<file path="src/rtl/tdm_sync_pkg.sv">
package tdm_sync_pkg;

  typedef enum logic [1:0] {
    ACQ_IDLE = 2'd0,
    ACQ_ONE  = 2'd1,
    ACQ_TWO  = 2'd2,
    ACQ_LOCK = 2'd3
  } acq_state_e;

  // One more qualifying pulse is needed when the frame start is offset.
  function automatic acq_state_e after_on_time(input acq_state_e cur, input logic has_offset);
    case (cur)
      ACQ_ONE: after_on_time = has_offset ? ACQ_TWO : ACQ_LOCK;
      ACQ_TWO: after_on_time = ACQ_LOCK;
      ACQ_LOCK: after_on_time = ACQ_LOCK;
      default: after_on_time = ACQ_ONE;
    endcase
  endfunction

endpackage

</file>
<file path="src/rtl/tdm_sync_track.sv">
module tdm_sync_track #(
  parameter int LEN_W = 8
) (
  input  logic             clk,
  input  logic             rst_n,
  input  logic             clear,
  input  logic             fsync,
  input  logic [LEN_W-1:0] frame_len,
  input  logic             has_offset,
  output logic [LEN_W-1:0] pos_now,
  output logic             lock_now
);
  import tdm_sync_pkg::*;

  localparam logic [LEN_W-1:0] ONE = LEN_W'(1);

  logic [LEN_W-1:0] pos_q;
  acq_state_e       st_q, st_d;
  logic             at_end, on_time;

  assign at_end  = (pos_q == frame_len - ONE);
  assign on_time = (st_q != ACQ_IDLE) && at_end;

  // Position of the current cycle; the flywheel wraps so a gapped pulse is bridged.
  always_comb begin
    if (fsync || at_end) pos_now = '0;
    else                 pos_now = pos_q + ONE;
  end

  always_comb begin
    st_d = st_q;
    if (fsync) begin
      if (on_time) st_d = after_on_time(st_q, has_offset);
      else         st_d = ACQ_ONE;  // misplaced pulse becomes a new first pulse
    end
  end

  assign lock_now = !clear && (st_d == ACQ_LOCK);

  always_ff @(posedge clk) begin
    if (!rst_n || clear) begin
      pos_q <= '0;
      st_q  <= ACQ_IDLE;
    end else begin
      pos_q <= pos_now;
      st_q  <= st_d;
    end
  end
endmodule

</file>
<file path="src/rtl/tdm_frame_gate.sv">
module tdm_frame_gate #(
  parameter int LEN_W = 8
) (
  input  logic             clk,
  input  logic             rst_n,
  input  logic             lock_now,
  input  logic [LEN_W-1:0] pos_now,
  input  logic [LEN_W-1:0] start_pos,
  output logic             open_now,
  output logic             start_hit
);
  logic open_q;
  logic at_start;

  assign at_start  = (pos_now == start_pos);
  assign open_now  = lock_now && (open_q || at_start);
  assign start_hit = open_now && at_start;

  always_ff @(posedge clk) begin
    if (!rst_n) open_q <= 1'b0;
    else        open_q <= open_now;
  end
endmodule

</file>
<file path="src/rtl/tdm_sync_tracker.sv">
module tdm_sync_tracker #(
  parameter int LEN_W = 8
) (
  input  logic             clk,
  input  logic             rst_n,
  input  logic [LEN_W-1:0] cfg_frame_len,
  input  logic [LEN_W-1:0] cfg_offset,
  input  logic             loopback,
  input  logic             rx_fsync,
  input  logic             rx_sdi,
  input  logic             tx_fsync,
  input  logic             tx_valid,
  input  logic             tx_bit,
  output logic             rx_locked,
  output logic             rx_valid,
  output logic             rx_bit,
  output logic             rx_slot0,
  output logic             tx_locked,
  output logic             tx_req,
  output logic             tx_oe,
  output logic             tx_sdo
);
  localparam int DIRS  = 2;
  localparam int DIR_RX = 0;
  localparam int DIR_TX = 1;

  logic [LEN_W-1:0] len_q, off_q;
  logic             cfg_dirty;
  logic             has_offset;
  logic [LEN_W-1:0] start_pos;
  logic             rx_src;

  logic [DIRS-1:0]  fs_in;
  logic [DIRS-1:0]  lock_now;
  logic [DIRS-1:0]  open_now;
  logic [DIRS-1:0]  start_hit;
  logic [LEN_W-1:0] pos_now [DIRS];

  assign cfg_dirty  = (cfg_frame_len != len_q) || (cfg_offset != off_q);
  assign has_offset = (cfg_offset != '0);
  assign start_pos  = has_offset ? (cfg_frame_len - cfg_offset) : '0;

  assign fs_in[DIR_RX] = loopback ? tx_fsync : rx_fsync;
  assign fs_in[DIR_TX] = tx_fsync;
  assign rx_src        = loopback ? tx_sdo : rx_sdi;

  always_ff @(posedge clk) begin
    if (!rst_n) begin
      len_q <= '0;
      off_q <= '0;
    end else begin
      len_q <= cfg_frame_len;
      off_q <= cfg_offset;
    end
  end

  for (genvar d = 0; d < DIRS; d++) begin : g_dir
    tdm_sync_track #(.LEN_W(LEN_W)) u_track (
      .clk        (clk),
      .rst_n      (rst_n),
      .clear      (cfg_dirty),
      .fsync      (fs_in[d]),
      .frame_len  (cfg_frame_len),
      .has_offset (has_offset),
      .pos_now    (pos_now[d]),
      .lock_now   (lock_now[d])
    );

    tdm_frame_gate #(.LEN_W(LEN_W)) u_gate (
      .clk       (clk),
      .rst_n     (rst_n),
      .lock_now  (lock_now[d]),
      .pos_now   (pos_now[d]),
      .start_pos (start_pos),
      .open_now  (open_now[d]),
      .start_hit (start_hit[d])
    );
  end

  always_ff @(posedge clk) begin
    if (!rst_n) begin
      rx_locked <= 1'b0;
      rx_valid  <= 1'b0;
      rx_bit    <= 1'b0;
      rx_slot0  <= 1'b0;
    end else begin
      rx_locked <= lock_now[DIR_RX];
      rx_valid  <= open_now[DIR_RX];
      rx_bit    <= open_now[DIR_RX] ? rx_src : 1'b0;
      rx_slot0  <= start_hit[DIR_RX];
    end
  end

  always_ff @(posedge clk) begin
    if (!rst_n) begin
      tx_locked <= 1'b0;
      tx_oe     <= 1'b0;
      tx_req    <= 1'b0;
      tx_sdo    <= 1'b1;
    end else begin
      tx_locked <= lock_now[DIR_TX];
      tx_oe     <= lock_now[DIR_TX];
      tx_req    <= open_now[DIR_TX];
      tx_sdo    <= (tx_req && tx_valid) ? tx_bit : 1'b1;
    end
  end
endmodule

</file>
<file path="config.mk">
export PLATFORM = sky130hd
export DESIGN_NAME = tdm_sync_tracker
export DESIGN_NICKNAME = d
export VERILOG_FILES = /design/src/rtl/tdm_sync_pkg.sv /design/src/rtl/tdm_sync_track.sv /design/src/rtl/tdm_frame_gate.sv /design/src/rtl/tdm_sync_tracker.sv
export SDC_FILE = /design/constraint.sdc
export NUM_CORES = 1
export LEC_CHECK = 0
export ABC_AREA = 0
export ABC_CLOCK_PERIOD_IN_PS = 3400
export BUFFER_PORTS_ARGS = -buffer_cell sky130_fd_sc_hd__buf_2
export CAP_MARGIN = 10
export CORE_ASPECT_RATIO = 1.4
export CORE_MARGIN = 2
export CORE_UTILIZATION = 54
export DETAILED_ROUTE_END_ITERATION = 10
export GPL_TIMING_DRIVEN = 0
export HOLD_SLACK_MARGIN = 0.06
export MAX_ROUTING_LAYER = met4
export PLACE_DENSITY = 0.77
export SYNTH_ARGS = -nofsm -noshare
export SYNTH_HDL_FRONTEND = slang
export SYNTH_SLANG_ARGS = --single-unit
</file>
<file path="constraint.sdc">
create_clock -name clk -period 3.4 [get_ports clk]
set_clock_uncertainty 0.05 [all_clocks]
set_input_delay 0.34 -clock clk [delete_from_list [all_inputs] [get_ports clk]]
set_output_delay 0.34 -clock clk [all_outputs]
set_load 0.1 [all_outputs]
</file>
==> flow_metrics.env, run 1 <==
export IMPL_synth_seq_area_share=0.271
export IMPL_via_per_inst=6.02
export IMPL_n_fill_cell=522
export IMPL_setup_viol=0
export IMPL_dr_pass1_iters=4
export IMPL_critical_path_startpoint="cfg_frame_len[1]"
export IMPL_synthesis_area_sq_um=3170
export IMPL_synthArstFlopShare=0
export IMPL_wire_per_inst_um=16.1
export IMPL_status="completed"
export IMPL_vias=2968
export IMPL_finalHoldViolCount=0
export IMPL_post_cts_buffers=0
export IMPL_drt_wl_total_um=7930
export IMPL_yosys_area_top_type_share=0.271
export IMPL_relSlewSlack=0.305
export IMPL_r2r_start="g_dir[1].u_track.pos_q[5]"
export IMPL_synth_compound_area_frac=0.189
export IMPL_num_rows=33
export IMPL_ys_ff_latch=43
export IMPL_grt_pass1_wl_um=12900
export IMPL_drc=0
export IMPL_slew_violations=0
export IMPL_synthCells=387
export IMPL_cp_endpoint="rx_bit"
export IMPL_synth_area_mux_share=0.00986
export IMPL_r2r_end="g_dir[1].u_gate.open_q"
export IMPL_cts_sinks=43
export IMPL_antenna_found_initial=0
export IMPL_synth_top_flop_cell="dfxtp_1"
export IMPL_yosys_warnings=0
export IMPL_drive_gt1_frac=0.135
export IMPL_final_antenna_net_count=0
export IMPL_synth_area_leaders="dfxtp_1 (27%), xnor2_1 (8.6%), xor2_1 (5.8%)"
export IMPL_htreeDepth=2
export IMPL_yosysTopAreaCell="dfxtp_1"
export IMPL_cp_end_kind="flip-flop"
export IMPL_maxCapViolations=0
export IMPL_gr_total_overflow=0
export IMPL_final_nets=457
export IMPL_boundaryPins=32
export IMPL_rsz0062_at_grt="false"
export IMPL_holdBufCountCts=0
export IMPL_p_per_area_nw_per_um2=361
export IMPL_insertion_delay_ns=0.31
export IMPL_tightest_slew_ns=1.03
export IMPL_dieArea_sq_um=6510
export IMPL_cts_tree="built"
export IMPL_start_util=0.549
export IMPL_post_route_min_period_ns=3.22
export IMPL_synthToLayoutAreaGrowth_pct=11.5
export IMPL_synthDistinctLibCells=65
export IMPL_r2r_cells=9
export IMPL_synth_adder_area_share=0.0458
export IMPL_holdCritPathClass="in2reg"
export IMPL_synth_xor_area_share=0.165
export IMPL_critPathLaunchType="input port"
export IMPL_p_leak_nw=1.37
export IMPL_stdcell_count=493
export IMPL_dr_first_iter_drc_count=204
export IMPL_grt_pass1_vias=2817
export IMPL_syn_num_nets=422
export IMPL_cts_buffers=5
export IMPL_root_buffer="clkbuf_8"
export IMPL_diodes=0
export IMPL_path_class="in2reg"
export IMPL_clock_fmax_ghz=0.310
export IMPL_io_buffer_count=28
export IMPL_cts_max_path_buffers=2
export IMPL_dp_cells=485
export IMPL_gp_congestion=0.887
export IMPL_core_region_area_sq_um=5780
export IMPL_die_h_um=94.7
export IMPL_die_w_um=68.8
export IMPL_cts_clk_slew_worst_paths_ns=0.09
export IMPL_yosys_area_share_simple=0.265
export IMPL_finalPower_mw=1.28
export IMPL_dpl_hpwl_um=6050
export IMPL_synth_edf_count=0
export IMPL_grt_max_degree=14
export IMPL_required_ns=3.59
export IMPL_synth_top_family_by_area="simple AND/OR/NAND/NOR gates"
export IMPL_ir_drop_mv=0.211
export IMPL_track_usage=0.273
export IMPL_synth_area_per_cell_sq_um=8.20
export IMPL_path_max_fanout=9
export IMPL_crit_arrival_ns=3.41
export IMPL_period_share=0.948
export IMPL_reg2reg_slack_ns=0.68
-- cell usage in the layout, fill, tap and decap left out, types with 4 or more instances in the layout --
cell type  count
nand3_1       11
a211oi_1       5
a21oi_1       17
xnor2_1       31
inv_1         16
dfxtp_1       43
nand2_1       23
and2_1        19
a31oi_1        5
xor2_1        21
nand2b_1       5
clkbuf_8       5
o211ai_1       6
ha_1          10
clkbuf_1      16
nor3_1        12
nor4_1         5
o21ai_0       13
nand4_1        5
nor2b_1        4
buf_2         32
and3_1         4
or3_1          4
nor2_1        37
-- registers in the layout, summed over array words and instances, names as in the netlist --
name and flops:
rx_slot0 1, g_dir.u_track.pos_q 16, g_dir.u_track.st_q 4, g_dir.u_gate.open_q 2
off_q 8, tx_sdo 1, rx_bit 1, tx_oe 1
len_q 8, rx_locked 1
-- worst max-delay path, cell delays in order --
cell      delay, ns
buf_2          0.14
inv_1          0.11
ha_1           0.15
clkbuf_1       0.26
or3b_2         0.54
nor3_2         0.21
xnor3_1        0.19
nand4_2        0.11
or4_4          0.44
buf_6          0.16
a211oi_1       0.35
a41oi_1        0.23
nor3_2         0.18
-- metal layers --
metal  routed length [um]  GRT usage
met2                 4030      0.449
met3                  271     0.0310
met4                  335      0.167
met1                 3290      0.308
met5                    0          -
-- where the power goes --
part	internal [mW]	leakage, nW	switching (mW)
clock	0.294	0.0654	0.181
combinational	0.117	0.953	0.169
sequential	0.513	0.351	0.00431
-- cells by family (layout without fill, tap and decap cells) --
logic type               Yosys count  after routing
adder cells (fa/ha/maj)           11             11
multiplexers                       3              3
flip-flops                        43             43
AND/OR/NAND/NOR                  152            152
AO/OA/AOI/OAI                     84             84
buffers and inverters             39             75
XOR/XNOR                          55             55
-- worst min-delay path by stage --
stage	startpoint	end	slack, ns	cells past startpoint
global route	tx_bit	tx_sdo	0.22	2
floorplan	tx_valid	tx_sdo	0.39	1
CTS	tx_bit	tx_sdo	0.20	2
global placement	g_dir[1].u_gate.open_q	tx_sdo	0.39	1
finish	tx_bit	tx_sdo	0.20	2
detailed placement	g_dir[1].u_gate.open_q	tx_sdo	0.40	1
-- cells in the mapped netlist (all sizes together), types with 8 or more instances --
| library cell | n |
|---|---|
| buf | 8 |
| ha | 10 |
| o21ai | 13 |
| inv | 16 |
| dfxtp | 43 |
| nand3 | 11 |
| nor2 | 37 |
| xor2 | 21 |
| a21oi | 17 |
| xnor2 | 31 |
| clkbuf | 15 |
| nand2 | 23 |
| and2 | 19 |
| nor3 | 15 |
-- layout make-up --
cell class,instances,area [sq um],area share
Buffer,23,110,0.0311
Inverter,16,60.1,0.0170
Multi-Input combinational cell,305,2150,0.607
Timing Repair Buffer,28,140,0.0396
Clock buffer,6,72.6,0.0205
Clock inverter,2,60.1,0.0170
Sequential cell,43,861,0.243
Tap cell,70,87.6,0.0248
-- repair_timing --
| action | 4_1_cts | 5_1_grt |
|---|---|---|
| gates resized for setup | 0 | 1 |
| endpoints found under the hold margin | 0 | 0 |
| setup endpoints to repair | 0 | 4 |
-- per-stage QoR --
step / TNS, ns / hold WS (ns) / util / setup WS (ns) / area [sq um]
floorplan: 0 / 0.387 / - / 0.163 / 3170
global placement: -0.507 / 0.393 / 0.588 / -0.176 / 3400
detailed placement: -0.770 / 0.396 / 0.588 / -0.232 / 3400
CTS: 0 / 0.199 / 0.611 / 0.0804 / 3530
global route: 0 / 0.222 / 0.612 / 0.0180 / 3540
finish: 0 / 0.196 / 0.612 / 0.178 / 3540
Note: power is estimated with default switching activity, not from simulation.
==> run 2: changes to the inputs <==
--- a/config.mk
+++ b/config.mk
@@ -6,17 +6,17 @@
 export NUM_CORES = 1
 export LEC_CHECK = 0
 export ABC_AREA = 0
-export ABC_CLOCK_PERIOD_IN_PS = 3400
-export BUFFER_PORTS_ARGS = -buffer_cell sky130_fd_sc_hd__buf_2
+export ABC_CLOCK_PERIOD_IN_PS = 4000
 export CAP_MARGIN = 10
 export CORE_ASPECT_RATIO = 1.4
 export CORE_MARGIN = 2
-export CORE_UTILIZATION = 54
+export CORE_UTILIZATION = 68
 export DETAILED_ROUTE_END_ITERATION = 10
+export DONT_BUFFER_PORTS = 1
 export GPL_TIMING_DRIVEN = 0
 export HOLD_SLACK_MARGIN = 0.06
 export MAX_ROUTING_LAYER = met4
-export PLACE_DENSITY = 0.77
+export PLACE_DENSITY = 0.84
 export SYNTH_ARGS = -nofsm -noshare
 export SYNTH_HDL_FRONTEND = slang
 export SYNTH_SLANG_ARGS = --single-unit
==> constraint.sdc (replaced) <==
create_clock -name clk -period 4 [get_ports clk]
set_clock_uncertainty 0.05 [all_clocks]
set_input_delay 0.4 -clock clk [delete_from_list [all_inputs] [get_ports clk]]
set_output_delay 0.4 -clock clk [all_outputs]
set_load 0.1 [all_outputs]
==> flow_metrics.env, run 2 (same netlist as run 1, synthesis figures left out) <==
export IMPL_r2r_cells=10
export IMPL_status="completed"
export IMPL_n_fill_cell=390
export IMPL_switching_share=0.304
export IMPL_r2r_end="rx_bit"
export IMPL_holdBufCountCts=0
export IMPL_slowest_stage="or3b_2"
export IMPL_die_h_um=84.8
export IMPL_required_ns=4.17
export IMPL_reg2reg_slack_ns=1.25
export IMPL_setup_tns_ns=0
export IMPL_whs_endpoint="tx_sdo"
export IMPL_core_region_area_sq_um=4500
export IMPL_start_util=0.705
export IMPL_cts_max_path_buffers=2
export IMPL_insertion_delay_ns=0.30
export IMPL_gr_total_overflow=0
export IMPL_die_w_um=61.7
export IMPL_drive_gt1_frac=0.0709
export IMPL_top_regs="g_dir.u_track.pos_q x16, len_q x8, off_q x8"
export IMPL_htreeDepth=2
export IMPL_cts_buffers=5
export IMPL_dpl_hpwl_um=5870
export IMPL_synthToLayoutAreaGrowth_pct=5.13
export IMPL_worstPathCellList="buf_6 -> inv_1 -> ha_1 -> clkbuf_1 -> or3b_2 -> nor3_1 -> xnor3_1 -> nand4_2 -> or4_4 -> buf_6 -> a211oi_1 -> a41oi_1 -> nor3_2"
export IMPL_maxCapViolations=0
export IMPL_setup_viol=0
export IMPL_dp_slack_ns=0.221
export IMPL_p_per_area_nw_per_um2=281
export IMPL_clock_fmax_ghz=0.286
export IMPL_grt_pass1_vias=2740
export IMPL_cts_clk_slew_worst_paths_ns=0.08
export IMPL_io_buffer_count=0
export IMPL_cts_resized=0
export IMPL_crit_arrival_ns=3.67
export IMPL_drt_wl_total_um=7560
export IMPL_cp_common_cell="buf_6"
export IMPL_max_stage_delay_ns=0.53
export IMPL_timing_hold_ws_ns=0.145
export IMPL_timing_final_ws_setup_ns=0.505
export IMPL_final_antenna_net_count=0
export IMPL_finalHoldViolCount=0
export IMPL_mostFrequentLayoutCells="dfxtp_1 (43), nor2_1 (37), xnor2_1 (31)"
export IMPL_cts_sinks=43
export IMPL_vias=2851
export IMPL_ff_latch_area_sq_um=861
export IMPL_dr_first_iter_drc_count=185
export IMPL_p_sw_uw=284
export IMPL_final_nets=429
export IMPL_drc=0
export IMPL_critPathLaunchType="input port"
export IMPL_pwr_share_clk=0.292
export IMPL_final_common_cell="dfxtp_1"
export IMPL_period_share=0.874
export IMPL_via_per_inst=6.24
export IMPL_relSlewSlack=0.338
export IMPL_grt_pass1_wl_um=12000
export IMPL_path_buf_inv=4
export IMPL_holdCritPathClass="in2reg"
export IMPL_largest_reg_flops=16
export IMPL_dr_pass1_iters=5
export IMPL_min_from="tx_valid"
export IMPL_seqPwrFrac=0.470
export IMPL_path_max_fanout=9
export IMPL_post_cts_buffers=0
export IMPL_tightest_slew_ns=0.991
export IMPL_boundaryPins=32
export IMPL_p_int_uw=651
export IMPL_dieArea_sq_um=5230
export IMPL_gp_congestion=1.00
export IMPL_cts_tree="built"
export IMPL_root_buffer="clkbuf_8"
export IMPL_num_rows=29
export IMPL_critPathTopFamily="simple AND/OR/NAND/NOR gates"
export IMPL_diodes=0
export IMPL_p_comb_frac=0.238
export IMPL_post_route_min_period_ns=3.50
export IMPL_multi_input_area_sq_um=2140
export IMPL_top_register="g_dir.u_track.pos_q"
export IMPL_rsz0062_at_grt="false"
export IMPL_wire_per_inst_um=16.5
export IMPL_path_class="in2reg"
export IMPL_track_usage=0.312
export IMPL_cp_end_kind="flip-flop"
export IMPL_p_leak_nw=1.22
export IMPL_whs_path_depth=1
export IMPL_grt_max_degree=14
export IMPL_slew_violations=0
export IMPL_antenna_found_initial=0
export IMPL_r2r_start="g_dir[0].u_track.pos_q[4]"
export IMPL_ir_drop_mv=0.203
==> run 2: per-layer routing <==
layer / track usage / share of wire / routed length (um) / up-vias
met5: - / 0 / 0 / -
met4: 0.132 / 0.038 / 285 / 0
met3: 0.0518 / 0.065 / 491 / 28
met2: 0.523 / 0.51 / 3860 / 109
met1: 0.353 / 0.39 / 2920 / 1320
li1: - / - / - / 1394
==> run 2: worst reg2reg max path, delay by kind of cell (launching register included) <==
family                 cells  cell delay, ns
buffers and inverters      2            0.49
and+or+nand+nor            3            0.77
DFF                        1            0.31
AOI/OAI and AO/OA          5            1.04
==> run 2: how the worst max path moves through the flow <==
stage / startpoint / end / slack, ns / cells past startpoint
global route: cfg_frame_len[0] / rx_bit / 0.36 / 13
floorplan: cfg_frame_len[0] / rx_bit / 0.70 / 14
detailed placement: cfg_frame_len[0] / rx_bit / 0.22 / 13
global placement: cfg_frame_len[0] / rx_bit / 0.32 / 13
CTS: cfg_frame_len[0] / rx_bit / 0.52 / 13
finish: cfg_frame_len[0] / rx_bit / 0.50 / 13
==> run 2: final cells by class <==
cell class	instances	share of cell area
buffer	23	0.0330
clock buffer	6	0.0218
clock inverter	2	0.00375
inverter	16	0.0180
multi-input combinational	305	0.642
sequential	43	0.258
tap	62	0.0233
==> run 2: power by group through the flow <==
stage               registers (mW)  clock network, mW  logic [mW]
global placement             0.450                  0       0.210
CTS                          0.440              0.276       0.218
detailed placement           0.450                  0       0.217
finish                       0.440              0.273       0.223
floorplan                    0.449                  0       0.174
global route                 0.441              0.290       0.245
==> run 2: stage by stage <==
step / util / instances / total power [mW] / cell area, sq um
floorplan: - / 387 / 0.624 / 3170
global placement: 0.722 / 449 / 0.660 / 3250
detailed placement: 0.722 / 449 / 0.668 / 3250
CTS: 0.741 / 457 / 0.935 / 3330
global route: 0.741 / 457 / 0.976 / 3330
finish: 0.741 / 457 / 0.936 / 3330
==> run 3: changes to the inputs <==
--- a/config.mk
+++ b/config.mk
@@ -14,9 +14,9 @@
 export DETAILED_ROUTE_END_ITERATION = 10
 export DONT_BUFFER_PORTS = 1
 export GPL_TIMING_DRIVEN = 0
-export HOLD_SLACK_MARGIN = 0.06
 export MAX_ROUTING_LAYER = met4
 export PLACE_DENSITY = 0.84
+export RECOVER_POWER = 100
 export SYNTH_ARGS = -nofsm -noshare
 export SYNTH_HDL_FRONTEND = slang
 export SYNTH_SLANG_ARGS = --single-unit
==> flow_metrics.env, run 3 (same netlist as run 1, synthesis figures left out) <==
export IMPL_cp_common_cell="buf_6"
export IMPL_required_ns=4.17
export IMPL_holdCritPathClass="in2reg"
export IMPL_via_per_inst=6.27
export IMPL_path_max_fanout=9
export IMPL_gr_total_overflow=0
export IMPL_tightest_slew_ns=1.15
export IMPL_max_stage_delay_ns=0.58
export IMPL_io_buffer_count=0
export IMPL_root_buffer="clkbuf_8"
export IMPL_timing_final_ws_setup_ns=0.336
export IMPL_cts_max_path_buffers=2
export IMPL_dpl_hpwl_um=5870
export IMPL_synthToLayoutAreaGrowth_pct=4.54
export IMPL_top_regs="g_dir.u_track.pos_q x16, len_q x8, off_q x8"
export IMPL_final_antenna_net_count=0
export IMPL_start_util=0.705
export IMPL_cts_sinks=43
export IMPL_vias=2864
export IMPL_r2r_start="g_dir[0].u_track.pos_q[4]"
export IMPL_slew_violations=0
export IMPL_final_area_sq_um=3320
export IMPL_final_nets=429
export IMPL_ir_drop_mv=0.204
export IMPL_slowest_stage="or4_2"
export IMPL_dieArea_sq_um=5230
export IMPL_p_per_area_nw_per_um2=282
export IMPL_timing_hold_ws_ns=0.145
export IMPL_crit_arrival_ns=3.84
export IMPL_setup_viol=0
export IMPL_drt_wl_total_um=7540
export IMPL_post_cts_buffers=0
export IMPL_antenna_found_initial=0
export IMPL_period_share=0.916
export IMPL_stdcell_count=457
export IMPL_cp_end_kind="flip-flop"
export IMPL_track_usage=0.312
export IMPL_relSlewSlack=0.234
export IMPL_dpl_cell_area_sq_um=3250
export IMPL_r2r_cells=10
export IMPL_grt_max_degree=14
export IMPL_drive_gt1_frac=0.0557
export IMPL_cts_tree="built"
export IMPL_dr_first_iter_drc_count=199
export IMPL_cts_resized=0
export IMPL_post_route_min_period_ns=3.66
export IMPL_cts_clk_slew_worst_paths_ns=0.08
export IMPL_finalPower_uw=935
export IMPL_worstPathCellList="buf_6 -> inv_1 -> ha_1 -> clkbuf_1 -> or3b_2 -> nor3_1 -> xnor3_1 -> nand4_1 -> or4_2 -> buf_6 -> a211oi_1 -> a41oi_1 -> nor3_2"
export IMPL_ff_latch_area_sq_um=861
export IMPL_grt_pass1_wl_um=12000
export IMPL_finalHoldViolCount=0
export IMPL_wire_per_inst_um=16.5
export IMPL_insertion_delay_ns=0.30
export IMPL_whs_path_depth=1
export IMPL_core_region_area_sq_um=4500
export IMPL_setup_tns_ns=0
export IMPL_drc=0
export IMPL_boundaryPins=32
export IMPL_mostFrequentLayoutCells="dfxtp_1 (43), nor2_1 (37), xnor2_1 (31)"
export IMPL_min_from="tx_valid"
export IMPL_largest_reg_flops=16
export IMPL_die_h_um=84.8
export IMPL_holdBufCountCts=0
export IMPL_n_fill_cell=396
export IMPL_clock_fmax_ghz=0.273
export IMPL_rsz0062_at_grt="false"
export IMPL_path_class="in2reg"
export IMPL_diodes=0
export IMPL_status="completed"
export IMPL_maxCapViolations=0
export IMPL_critical_path_startpoint="cfg_frame_len[0]"
export IMPL_die_w_um=61.7
export IMPL_dp_cells=449
export IMPL_whs_endpoint="tx_sdo"
export IMPL_cts_buffers=5
export IMPL_r2r_end="rx_bit"
export IMPL_gp_congestion=1.00
export IMPL_final_common_cell="dfxtp_1"
export IMPL_multi_input_area_sq_um=2130
export IMPL_reg2reg_slack_ns=1.08
export IMPL_utilization=0.737
export IMPL_p_leak_nw=1.20
export IMPL_grt_pass1_vias=2740
export IMPL_num_rows=29
export IMPL_top_register="g_dir.u_track.pos_q"
export IMPL_htreeDepth=2
export IMPL_dr_pass1_iters=6
export IMPL_critPathLaunchType="input port"
export IMPL_dp_slack_ns=0.221
==> run 3: cell count changes in the layout (fill, tap and decap cells not counted), sizes merged <==
cell / delta
buf: -4
clkbuf: +4
==> run 3: how the worst max path moves through the flow <==
| stage | endpoint | cells after the start |
|---|---|---|
| 5_1_grt | rx_bit | 13 |
| 4_1_cts | rx_bit | 13 |
| 2_1_floorplan | rx_bit | 14 |
| 6_report | rx_bit | 13 |
| 3_3_place_gp | rx_bit | 13 |
| 3_5_place_dp | rx_bit | 13 |
==> run 3: layout make-up <==
cell class | instances | share of cell area
well taps | 62 | 0.0234
multi-input cells | 305 | 0.642
plain buffers | 23 | 0.0309
inverters | 16 | 0.0181
clock inverters | 2 | 0.00377
flip-flops and latches | 43 | 0.260
clock buffers | 6 | 0.0219
==> run 3: critical path, delay by kind of cell <==
family          cells  cell delay (ns)
simple gates        5             1.82
xor+xnor            1             0.21
compound gates      2             0.63
buf+inv             4             0.65
fa+ha+maj           1             0.15
==> run 3: where the power goes <==
group	total (mW)	leakage [nW]	switching [mW]	internal, mW
clock	0.274	0.0412	0.152	0.122
sequential	0.440	0.351	0.00363	0.436
combinational	0.221	0.812	0.129	0.0918
==> run 3: routing by layer <==
metal | wire length (um) | up-vias | track usage
met5 | 0 | - | -
met4 | 276 | 0 | 0.132
met3 | 443 | 33 | 0.0518
met2 | 3880 | 112 | 0.523
met1 | 2950 | 1330 | 0.353
li1 | - | 1389 | -
